==> src/rtl/pm_xform_pkg.sv <==
package pm_xform_pkg;
  typedef enum logic [1:0] {
    PMM_OFF    = 2'd0,
    PMM_RSVD   = 2'd1,
    PMM_IGN_LO = 2'd2,
    PMM_IGN_HI = 2'd3
  } pmm_e;

  typedef enum logic [1:0] {
    PRIV_U   = 2'd0,
    PRIV_S   = 2'd1,
    PRIV_RSV = 2'd2,
    PRIV_M   = 2'd3
  } priv_e;

  function automatic logic pmm_active(input pmm_e m);
    return (m == PMM_IGN_LO) || (m == PMM_IGN_HI);
  endfunction
endpackage

==> src/rtl/pm_mode_sel.sv <==
module pm_mode_sel
  import pm_xform_pkg::*;
(
  input  logic       vm_access,
  input  logic [1:0] eff_priv,
  input  logic [1:0] norm_pmm,
  input  logic [1:0] gu_pmm,
  input  logic       spvp,
  input  logic [1:0] henv_pmm,
  input  logic [1:0] senv_pmm,
  output pmm_e       sel_pmm
);
  pmm_e guest_pmm;

  always_comb begin
    if (priv_e'(eff_priv) == PRIV_U) begin
      guest_pmm = pmm_e'(gu_pmm);
    end else if (spvp) begin
      guest_pmm = pmm_e'(henv_pmm);
    end else begin
      guest_pmm = pmm_e'(senv_pmm);
    end
  end

  always_comb begin
    sel_pmm = vm_access ? guest_pmm : pmm_e'(norm_pmm);
  end
endmodule

==> src/rtl/pm_mask_ctl.sv <==
module pm_mask_ctl
  import pm_xform_pkg::*;
#(
  parameter int IGN_LO = 7,
  parameter int IGN_HI = 16,
  localparam int CNT_W = $clog2(IGN_HI + 1)
) (
  input  pmm_e             sel_pmm,
  input  logic             rv32_mode,
  input  logic             vm_access,
  input  logic             xlat_on,
  output logic             bypass,
  output logic             sext,
  output logic [CNT_W-1:0] ign_cnt
);
  always_comb begin
    bypass = rv32_mode || !pmm_active(sel_pmm);
    sext   = !vm_access && xlat_on;
    unique case (sel_pmm)
      PMM_IGN_LO: ign_cnt = CNT_W'(IGN_LO);
      PMM_IGN_HI: ign_cnt = CNT_W'(IGN_HI);
      default:    ign_cnt = '0;
    endcase
  end
endmodule

==> src/rtl/pm_mask_shift.sv <==
module pm_mask_shift #(
  parameter int ADDR_W = 64,
  parameter int CNT_W  = 5
) (
  input  logic [ADDR_W-1:0] addr_in,
  input  logic [CNT_W-1:0]  ign_cnt,
  input  logic              sext,
  input  logic              bypass,
  output logic [ADDR_W-1:0] addr_out
);
  int   keep_w;
  logic fill;

  always_comb begin
    keep_w = bypass ? ADDR_W : ADDR_W - int'(ign_cnt);
    fill   = sext & addr_in[keep_w - 1];
  end

  for (genvar b = 0; b < ADDR_W; b++) begin : g_bit
    assign addr_out[b] = (b < keep_w) ? addr_in[b] : fill;
  end
endmodule

==> src/rtl/pm_addr_xform.sv <==
module pm_addr_xform
  import pm_xform_pkg::*;
#(
  parameter int ADDR_W = 64,
  parameter int IGN_LO = 7,
  parameter int IGN_HI = 16,
  localparam int CNT_W = $clog2(IGN_HI + 1)
) (
  input  logic              clk,
  input  logic              rst_n,
  input  logic              in_valid,
  input  logic [ADDR_W-1:0] in_addr,
  input  logic              rv32_mode,
  input  logic              vm_access,
  input  logic [1:0]        eff_priv,
  input  logic              xlat_on,
  input  logic [1:0]        norm_pmm,
  input  logic [1:0]        gu_pmm,
  input  logic              spvp,
  input  logic [1:0]        henv_pmm,
  input  logic [1:0]        senv_pmm,
  output logic              out_valid,
  output logic [ADDR_W-1:0] out_addr
);
  pmm_e              sel_pmm;
  logic              bypass;
  logic              sext;
  logic [CNT_W-1:0]  ign_cnt;
  logic [ADDR_W-1:0] masked;

  logic              valid_d, valid_q;
  logic [ADDR_W-1:0] addr_d, addr_q;
  logic              addr_en;

  pm_mode_sel u_sel (
    .vm_access(vm_access), .eff_priv(eff_priv), .norm_pmm(norm_pmm),
    .gu_pmm(gu_pmm), .spvp(spvp), .henv_pmm(henv_pmm),
    .senv_pmm(senv_pmm), .sel_pmm(sel_pmm)
  );

  pm_mask_ctl #(.IGN_LO(IGN_LO), .IGN_HI(IGN_HI)) u_ctl (
    .sel_pmm(sel_pmm), .rv32_mode(rv32_mode), .vm_access(vm_access),
    .xlat_on(xlat_on), .bypass(bypass), .sext(sext), .ign_cnt(ign_cnt)
  );

  pm_mask_shift #(.ADDR_W(ADDR_W), .CNT_W(CNT_W)) u_shift (
    .addr_in(in_addr), .ign_cnt(ign_cnt), .sext(sext),
    .bypass(bypass), .addr_out(masked)
  );

  // next state
  always_comb begin
    valid_d = in_valid;
    addr_en = in_valid;
    addr_d  = masked;
  end

  // registers: valid resets, data is clock-enabled only
  always_ff @(posedge clk or negedge rst_n) begin
    if (!rst_n) valid_q <= 1'b0;
    else        valid_q <= valid_d;
  end

  always_ff @(posedge clk) begin
    if (addr_en) addr_q <= addr_d;
  end

  assign out_valid = valid_q;
  assign out_addr  = addr_q;

  // assertions
  always @(posedge clk) begin
    if (!rst_n) p_reset_clear_r11: assert (!out_valid);
  end

  p_valid_follow_r10: assert property (@(posedge clk) disable iff (!rst_n)
    in_valid |=> out_valid);
  p_valid_drop_r10: assert property (@(posedge clk) disable iff (!rst_n)
    !in_valid |=> !out_valid);
  p_rv32_pass_r1: assert property (@(posedge clk) disable iff (!rst_n)
    (in_valid && rv32_mode) |=> (out_addr == $past(in_addr)));
  p_off_pass_r2: assert property (@(posedge clk) disable iff (!rst_n)
    (in_valid && !pmm_active(sel_pmm)) |=> (out_addr == $past(in_addr)));
  p_vm_zero_r6: assert property (@(posedge clk) disable iff (!rst_n)
    (in_valid && vm_access && !rv32_mode && sel_pmm == PMM_IGN_HI)
      |=> (out_addr[ADDR_W-1 -: IGN_HI] == '0));
  p_sext_r5: assert property (@(posedge clk) disable iff (!rst_n)
    (in_valid && !vm_access && xlat_on && !rv32_mode && sel_pmm == PMM_IGN_LO)
      |=> ($countones(out_addr[ADDR_W-1 -: IGN_LO+1]) == 0 ||
           $countones(out_addr[ADDR_W-1 -: IGN_LO+1]) == IGN_LO + 1));
  p_keep_low_r4: assert property (@(posedge clk) disable iff (!rst_n)
    (in_valid && sel_pmm == PMM_IGN_HI)
      |=> (out_addr[ADDR_W-IGN_HI-1:0] == $past(in_addr[ADDR_W-IGN_HI-1:0])));
endmodule

==> config.mk <==
export PLATFORM = sky130hd
export DESIGN_NAME = pm_addr_xform
export DESIGN_NICKNAME = d
export VERILOG_FILES = /design/src/rtl/pm_xform_pkg.sv /design/src/rtl/pm_mode_sel.sv /design/src/rtl/pm_mask_ctl.sv /design/src/rtl/pm_mask_shift.sv /design/src/rtl/pm_addr_xform.sv
export SDC_FILE = /design/constraint.sdc
export NUM_CORES = 1
export LEC_CHECK = 0
export CORE_MARGIN = 2
export CORE_UTILIZATION = 30
export DETAILED_ROUTE_END_ITERATION = 10
export HOLD_SLACK_MARGIN = 0.06
export PLACE_DENSITY = 0.7
export SLEW_MARGIN = 20
export SYNTH_ARGS = -nofsm -noshare
export SYNTH_HDL_FRONTEND = slang
export SYNTH_SLANG_ARGS = --single-unit
==> constraint.sdc <==
create_clock -name clk -period 0.8 [get_ports clk]
set_input_delay 0.12 -clock clk [delete_from_list [all_inputs] [get_ports clk]]
set_output_delay 0.12 -clock clk [all_outputs]
set_load 0.005 [all_outputs]
# --- Word level (Yosys, flattened, before mapping) ---
# Index checks and enable logic that the tools add are counted.
classes:
  addsub: 2
  order_cmp: 65
  eq_ne: 2
  n_mux: 72
  bitwise_logic: 1
  reduce_logical: 6
op_table:
  columns: ["operator", "count"]
  rows:
  - ["$lt 7x32->1 const A", 32]
  - ["$lt 6x32->1 const A", 16]
  - ["$lt 5x32->1 const A", 8]
  - ["$lt 4x32->1 const A", 4]
  - ["$mux 1", 66]
  - ["$lt 3x32->1 const A", 2]
  - ["$lt 1x32->1 const A", 1]
  - ["$lt 2x32->1 const A", 1]
  - ["$lt 32x8->1 const B", 1]
  - ["$mux 32", 1]
  - ["$sub 32x2->32 const B", 1]
  - ["$pmux 5 s2", 1]
  - ["$sub 7x5->8 const A", 1]
  - ["$bmux 1 s6", 1]
  - ["$mux 2", 3]
  - ["$eq 2x2->1 const B", 2]
  - ["$logic_not 1->1", 2]
  - ["$logic_not 2->1", 1]
  - ["$logic_or 1x1->1", 2]
  - ["$and 1x1->1", 1]
  - ["$logic_and 1x1->1", 1]
word_totals:
  register_bits: 65
  wordCells: 150

# --- Depth between registers and ports, before layout ---
logic_depth:
  ltp_word: 14
  ltp_mapped: 12
  depth_no_buf: 12

# --- Hierarchy ---
# A second synthesis with hierarchy kept.
unflattened:
  hier_cells: 471
  area_unflattened_um2: 4613.2
by_module_without_submodules:
  columns: ["mod", "n_inst", "cells_per_inst", "area_each_um2", "seq_area_each_um2"]
  rows:
  - ["pm_mask_shift", 1, 389, 2536.2, 0.0]
  - ["pm_addr_xform", 1, 65, 1946.9, 1946.9]
  - ["pm_mode_sel", 1, 9, 75.1, 0.0]
  - ["pm_mask_ctl", 1, 8, 55.1, 0.0]

# --- Worst setup path before layout ---
# No wires, ideal clock.
synth_path:
  kind: "input -> register"
  start: "in eff_priv[1]"
  end: "reg addr_q[33] (netlist: out_addr[33]) (data pin)"
  t_arrival_ps: 2988
  t_required_ps: 527
  setup_slack_ps: -2460
  path_stages: 12
  path_buffers: 0
  cell_sequence: "or2_1 -> o221a_4 -> or2_2 -> ha_1 -> nand2b_1 -> or2_2 -> ha_1 -> or4_1 -> nand3_1 -> o311ai_4 -> nand4_1 -> nand3_1"
synth_between:
  elab_chain_len: 14
  word_cells_on_any_way: 18
  cone_classes: "2 x add/sub; 1 x order compare; 2 x eq/ne; 8 x mux; 1 x bitwise; 4 x reduce/logical"
synth_rtl:
  columns: ["element", "line_no", "text"]
  rows:
  - ["start, declared", "pm_addr_xform.sv:15", "input logic [1:0] eff_priv,"]
  - ["$logic_not 2->1 *", "pm_mode_sel.sv:16", "if (priv_e'(eff_priv) == PRIV_U) begin"]
  - ["$mux 2 *", "pm_mode_sel.sv:16", null]
  - ["$mux 2 *", "pm_mode_sel.sv:26", "sel_pmm = vm_access ? guest_pmm : pmm_e'(norm_pmm);"]
  - ["parallel branches: the longest is 4 deep, another holds $sub 7x5->8", null, null]
  - ["$mux 32 *", "pm_mask_shift.sv:15", "keep_w = bypass ? ADDR_W : ADDR_W - int'(ign_cnt);"]
  - ["$sub 32x2->32", "pm_mask_shift.sv:16", "fill = sext & addr_in[keep_w - 1];"]
  - ["$bmux 1 s6", "pm_mask_shift.sv:16", null]
  - ["$mux 1 (not written as such) (2 in series)", "pm_mask_shift.sv:16", null]
  - ["$and 1x1->1", "pm_mask_shift.sv:16", null]
  - ["$mux 1 *", "pm_mask_shift.sv:20", "assign addr_out[b] = (b < keep_w) ? addr_in[b] : fill;"]
  - ["net addr_d[33]", "pm_addr_xform.sv:32", "logic [ADDR_W-1:0] addr_d, addr_q;"]
  - ["end signal, assigned", "pm_addr_xform.sv:65", "if (addr_en) addr_q <= addr_d;"]
  - ["end, declared", "pm_addr_xform.sv:32", null]
# Mark *: on every way through the listed nets, which the timed path passes. The select of a mux whose other input is x is not followed.
# A chain may end at the register's enable or synchronous reset.

# --- Final worst setup path ---
layout_path:
  start: "in eff_priv[0]"
  end: "reg addr_q[60] (netlist: out_addr[60]) (data pin)"
# The elaborated chain is that of the path after synthesis.

==> impl_metrics.env <==
export IMPL_io_pins=146
export IMPL_syn_num_nets=300
export IMPL_ys_warn_count=0
export IMPL_ys_ff_latch=65
export IMPL_status="finished with violations"
export IMPL_setup_tns_ns=-71.65
export IMPL_grt_total_usage_pct=14.93
export IMPL_vias_per_cell=4.531
export IMPL_io_buffers=145
export IMPL_die_y_um=101.8
export IMPL_dpl_cell_count=482
export IMPL_holdCritPathClass="in -> reg"
export IMPL_async_flop_share_pct=1.538
export IMPL_root_buffer="clkbuf_8"
export IMPL_stdcell_count=507
export IMPL_finalWorstSetupSlack_ns=-1.986
export IMPL_die_w_um=101.8
export IMPL_final_min_period_over_clock_period_pct=348.3
export IMPL_drv_cap=0
export IMPL_leakagePower_nw=2.013
export IMPL_worstPathMaxFanout=7
export IMPL_pre_cts_slack_ns=-2.739
export IMPL_worstPathRequired_ns=0.86
export IMPL_slew_headroom_pct=34.65
export IMPL_synth_edf_count=64
export IMPL_rows=35
export IMPL_final_util_pct=52.93
export IMPL_cts_sinks=65
export IMPL_grt_overflow=0
export IMPL_final_layout_size_suffix_gt1_share_pct=44.18
export IMPL_synth_area_leader_cell="edfxtp_1"
export IMPL_yosys_area_top_type_share_pct=66.96
export IMPL_wl_per_cell_um=15.85
export IMPL_cts_tree="yes"
export IMPL_placed_area_um2=4798
export IMPL_ir_drop_mv=0.7092
export IMPL_final_common_cell="buf_2"
export IMPL_grt_pass1_wl_mm=11.67
export IMPL_gp_congestion=0.7786
export IMPL_syn2layout_area_growth_pct=70.40
export IMPL_clock_fmax_mhz=358.9
export IMPL_arrival_ns=2.85
export IMPL_vias=2297
export IMPL_coreArea_um2=9240
export IMPL_whs_ns=0.1928
export IMPL_violations="setup timing"
export IMPL_crit_path_start_kind="primary input"
export IMPL_slew_viol_final=0
export IMPL_fillers=797
export IMPL_clkTransAtPathRegs_ns=0.07
export IMPL_cts_buffer_depth=2
export IMPL_total_power_mw=8.787
export IMPL_start_util_pct=31.06
export IMPL_syn_inst=215
export IMPL_critPathCaptureType="flop"
export IMPL_synth_area_per_cell_um2=13.35
export IMPL_dr_first_iter_drc_count=84
export IMPL_numCtsBuffers=9
export IMPL_routed_wl_mm=8.037
export IMPL_rsz0062_at_grt="yes"
export IMPL_synthTopCellsByArea="edfxtp_1, nand3_1, nand2_1"
export IMPL_finalSetupViolCount=97
export IMPL_powerDensity_nw_per_um2=1797
export IMPL_syn_cell_area_um2=2870
export IMPL_seq_area_frac_synth_pct=67.83
export IMPL_criticalPathCategory="in -> reg"
export IMPL_n_antenna_cell=0
export IMPL_grt_pass1_vias=2355
export IMPL_nNetsFinal=458
export IMPL_drc=0
export IMPL_grt_max_degree=30
export IMPL_stdcell_area_um2=4891
export IMPL_drt_pass1_iterations=4
export IMPL_ant_nets=0
export IMPL_ys_types=33
export IMPL_hold_viol=0
export IMPL_worst_pin_slew_ns=0.9719
export IMPL_dp_hpwl_mm=6.008
export IMPL_layout_common_cells="buf_2, clkdlybuf4s50_1, edfxtp_1"
export IMPL_synthFlopType="edfxtp_1"
export IMPL_htreeDepth=3
export IMPL_dieArea_um2=10370
export IMPL_antenna_found_initial=0
export IMPL_post_route_min_period_ns=2.786
-- worst max-delay path: stages --
cell and delay, ns:
buf_8 0.09, or2_4 0.25, o221a_4 0.24, or2_4 0.26
ha_4 0.28, nand2b_4 0.05, or2_4 0.24, ha_4 0.18
nor4_4 0.21, nor2_4 0.09, mux2_4 0.36, o2111ai_4 0.33
nand3_1 0.12
-- path summary, 6_finish.rpt --
kind / startpoint / end / slack, ns / cells past startpoint
max: eff_priv[0] / out_addr[60]$_DFFE_PP_ / -1.99 / 13
min: in_valid / out_valid$_DFF_PN0_ / 0.19 / 2
max in group asynchronous: rst_n / out_valid$_DFF_PN0_ / 0.23 / 2
min in group asynchronous: rst_n / out_valid$_DFF_PN0_ / 0.47 / 2
-- final cells by class --
type / count / area (um^2) / share of cell area, %
sequential: 65 / 1947 / 39.81
multi-input combinational: 115 / 1060 / 21.67
clock inverter: 5 / 55.05 / 1.126
tap: 129 / 161.4 / 3.300
clock buffer: 11 / 141.4 / 2.891
timing repair buffer: 181 / 1523 / 31.13
inverter: 1 / 3.754 / 0.07675
-- layer usage --
| metal | vias up | GRT usage (%) | part of all wire, % |
|---|---|---|---|
| met5 | - | 0 | 0 |
| met4 | 0 | 4.410 | 0.83 |
| met3 | 4 | 4.925 | 6.9 |
| met2 | 94 | 28.19 | 55 |
| met1 | 1101 | 15.71 | 37 |
| li1 | 1098 | - | - |
-- flip-flops by register name (all words and copies together) (netlist names) --
name       flops
out_addr      64
out_valid      1
-- synthesized netlist by cell type (all sizes together), types with 2 or more instances --
master   number
o21ai         3
nand4         2
o2111ai       6
clkbuf       33
or2           3
nand3        34
o311ai        2
mux2          2
mux2i         2
nand2        34
nand2b        5
ha            4
or3           2
o31a          2
o31ai         3
edfxtp       64
nor2          2
buf           3
-- what timing repair did --
action	CTS	global route
pin swaps	18	18
gates cloned	2	1
buffers inserted	4	2
gates resized for setup	297	20
hold buffers	1	0
hold endpoints to repair	1	0
setup endpoints to repair	97	97
-- cell families (layout without fill, tap and decap cells) --
| family | Yosys count | in the layout | synth area share [%] |
|---|---|---|---|
| AND/OR/NAND/NOR | 87 | 87 | 14.78 |
| adder cells (fa/ha/maj) | 4 | 4 | 1.744 |
| buffers and inverters | 37 | 198 | 5.143 |
| multiplexers | 4 | 4 | 1.482 |
| AO/OA/AOI/OAI | 18 | 20 | 9.024 |
| flip-flops | 65 | 65 | 67.83 |
-- power breakdown --
part / internal (mW) / switching [mW] / total [mW] / leakage, nW
clock network: 1.51 / 1.27 / 2.78 / 0.0953
logic: 1.03 / 0.823 / 1.86 / 1.28
registers: 4.08 / 0.0684 / 4.15 / 0.638
Power figures use the tool's default switching activity.
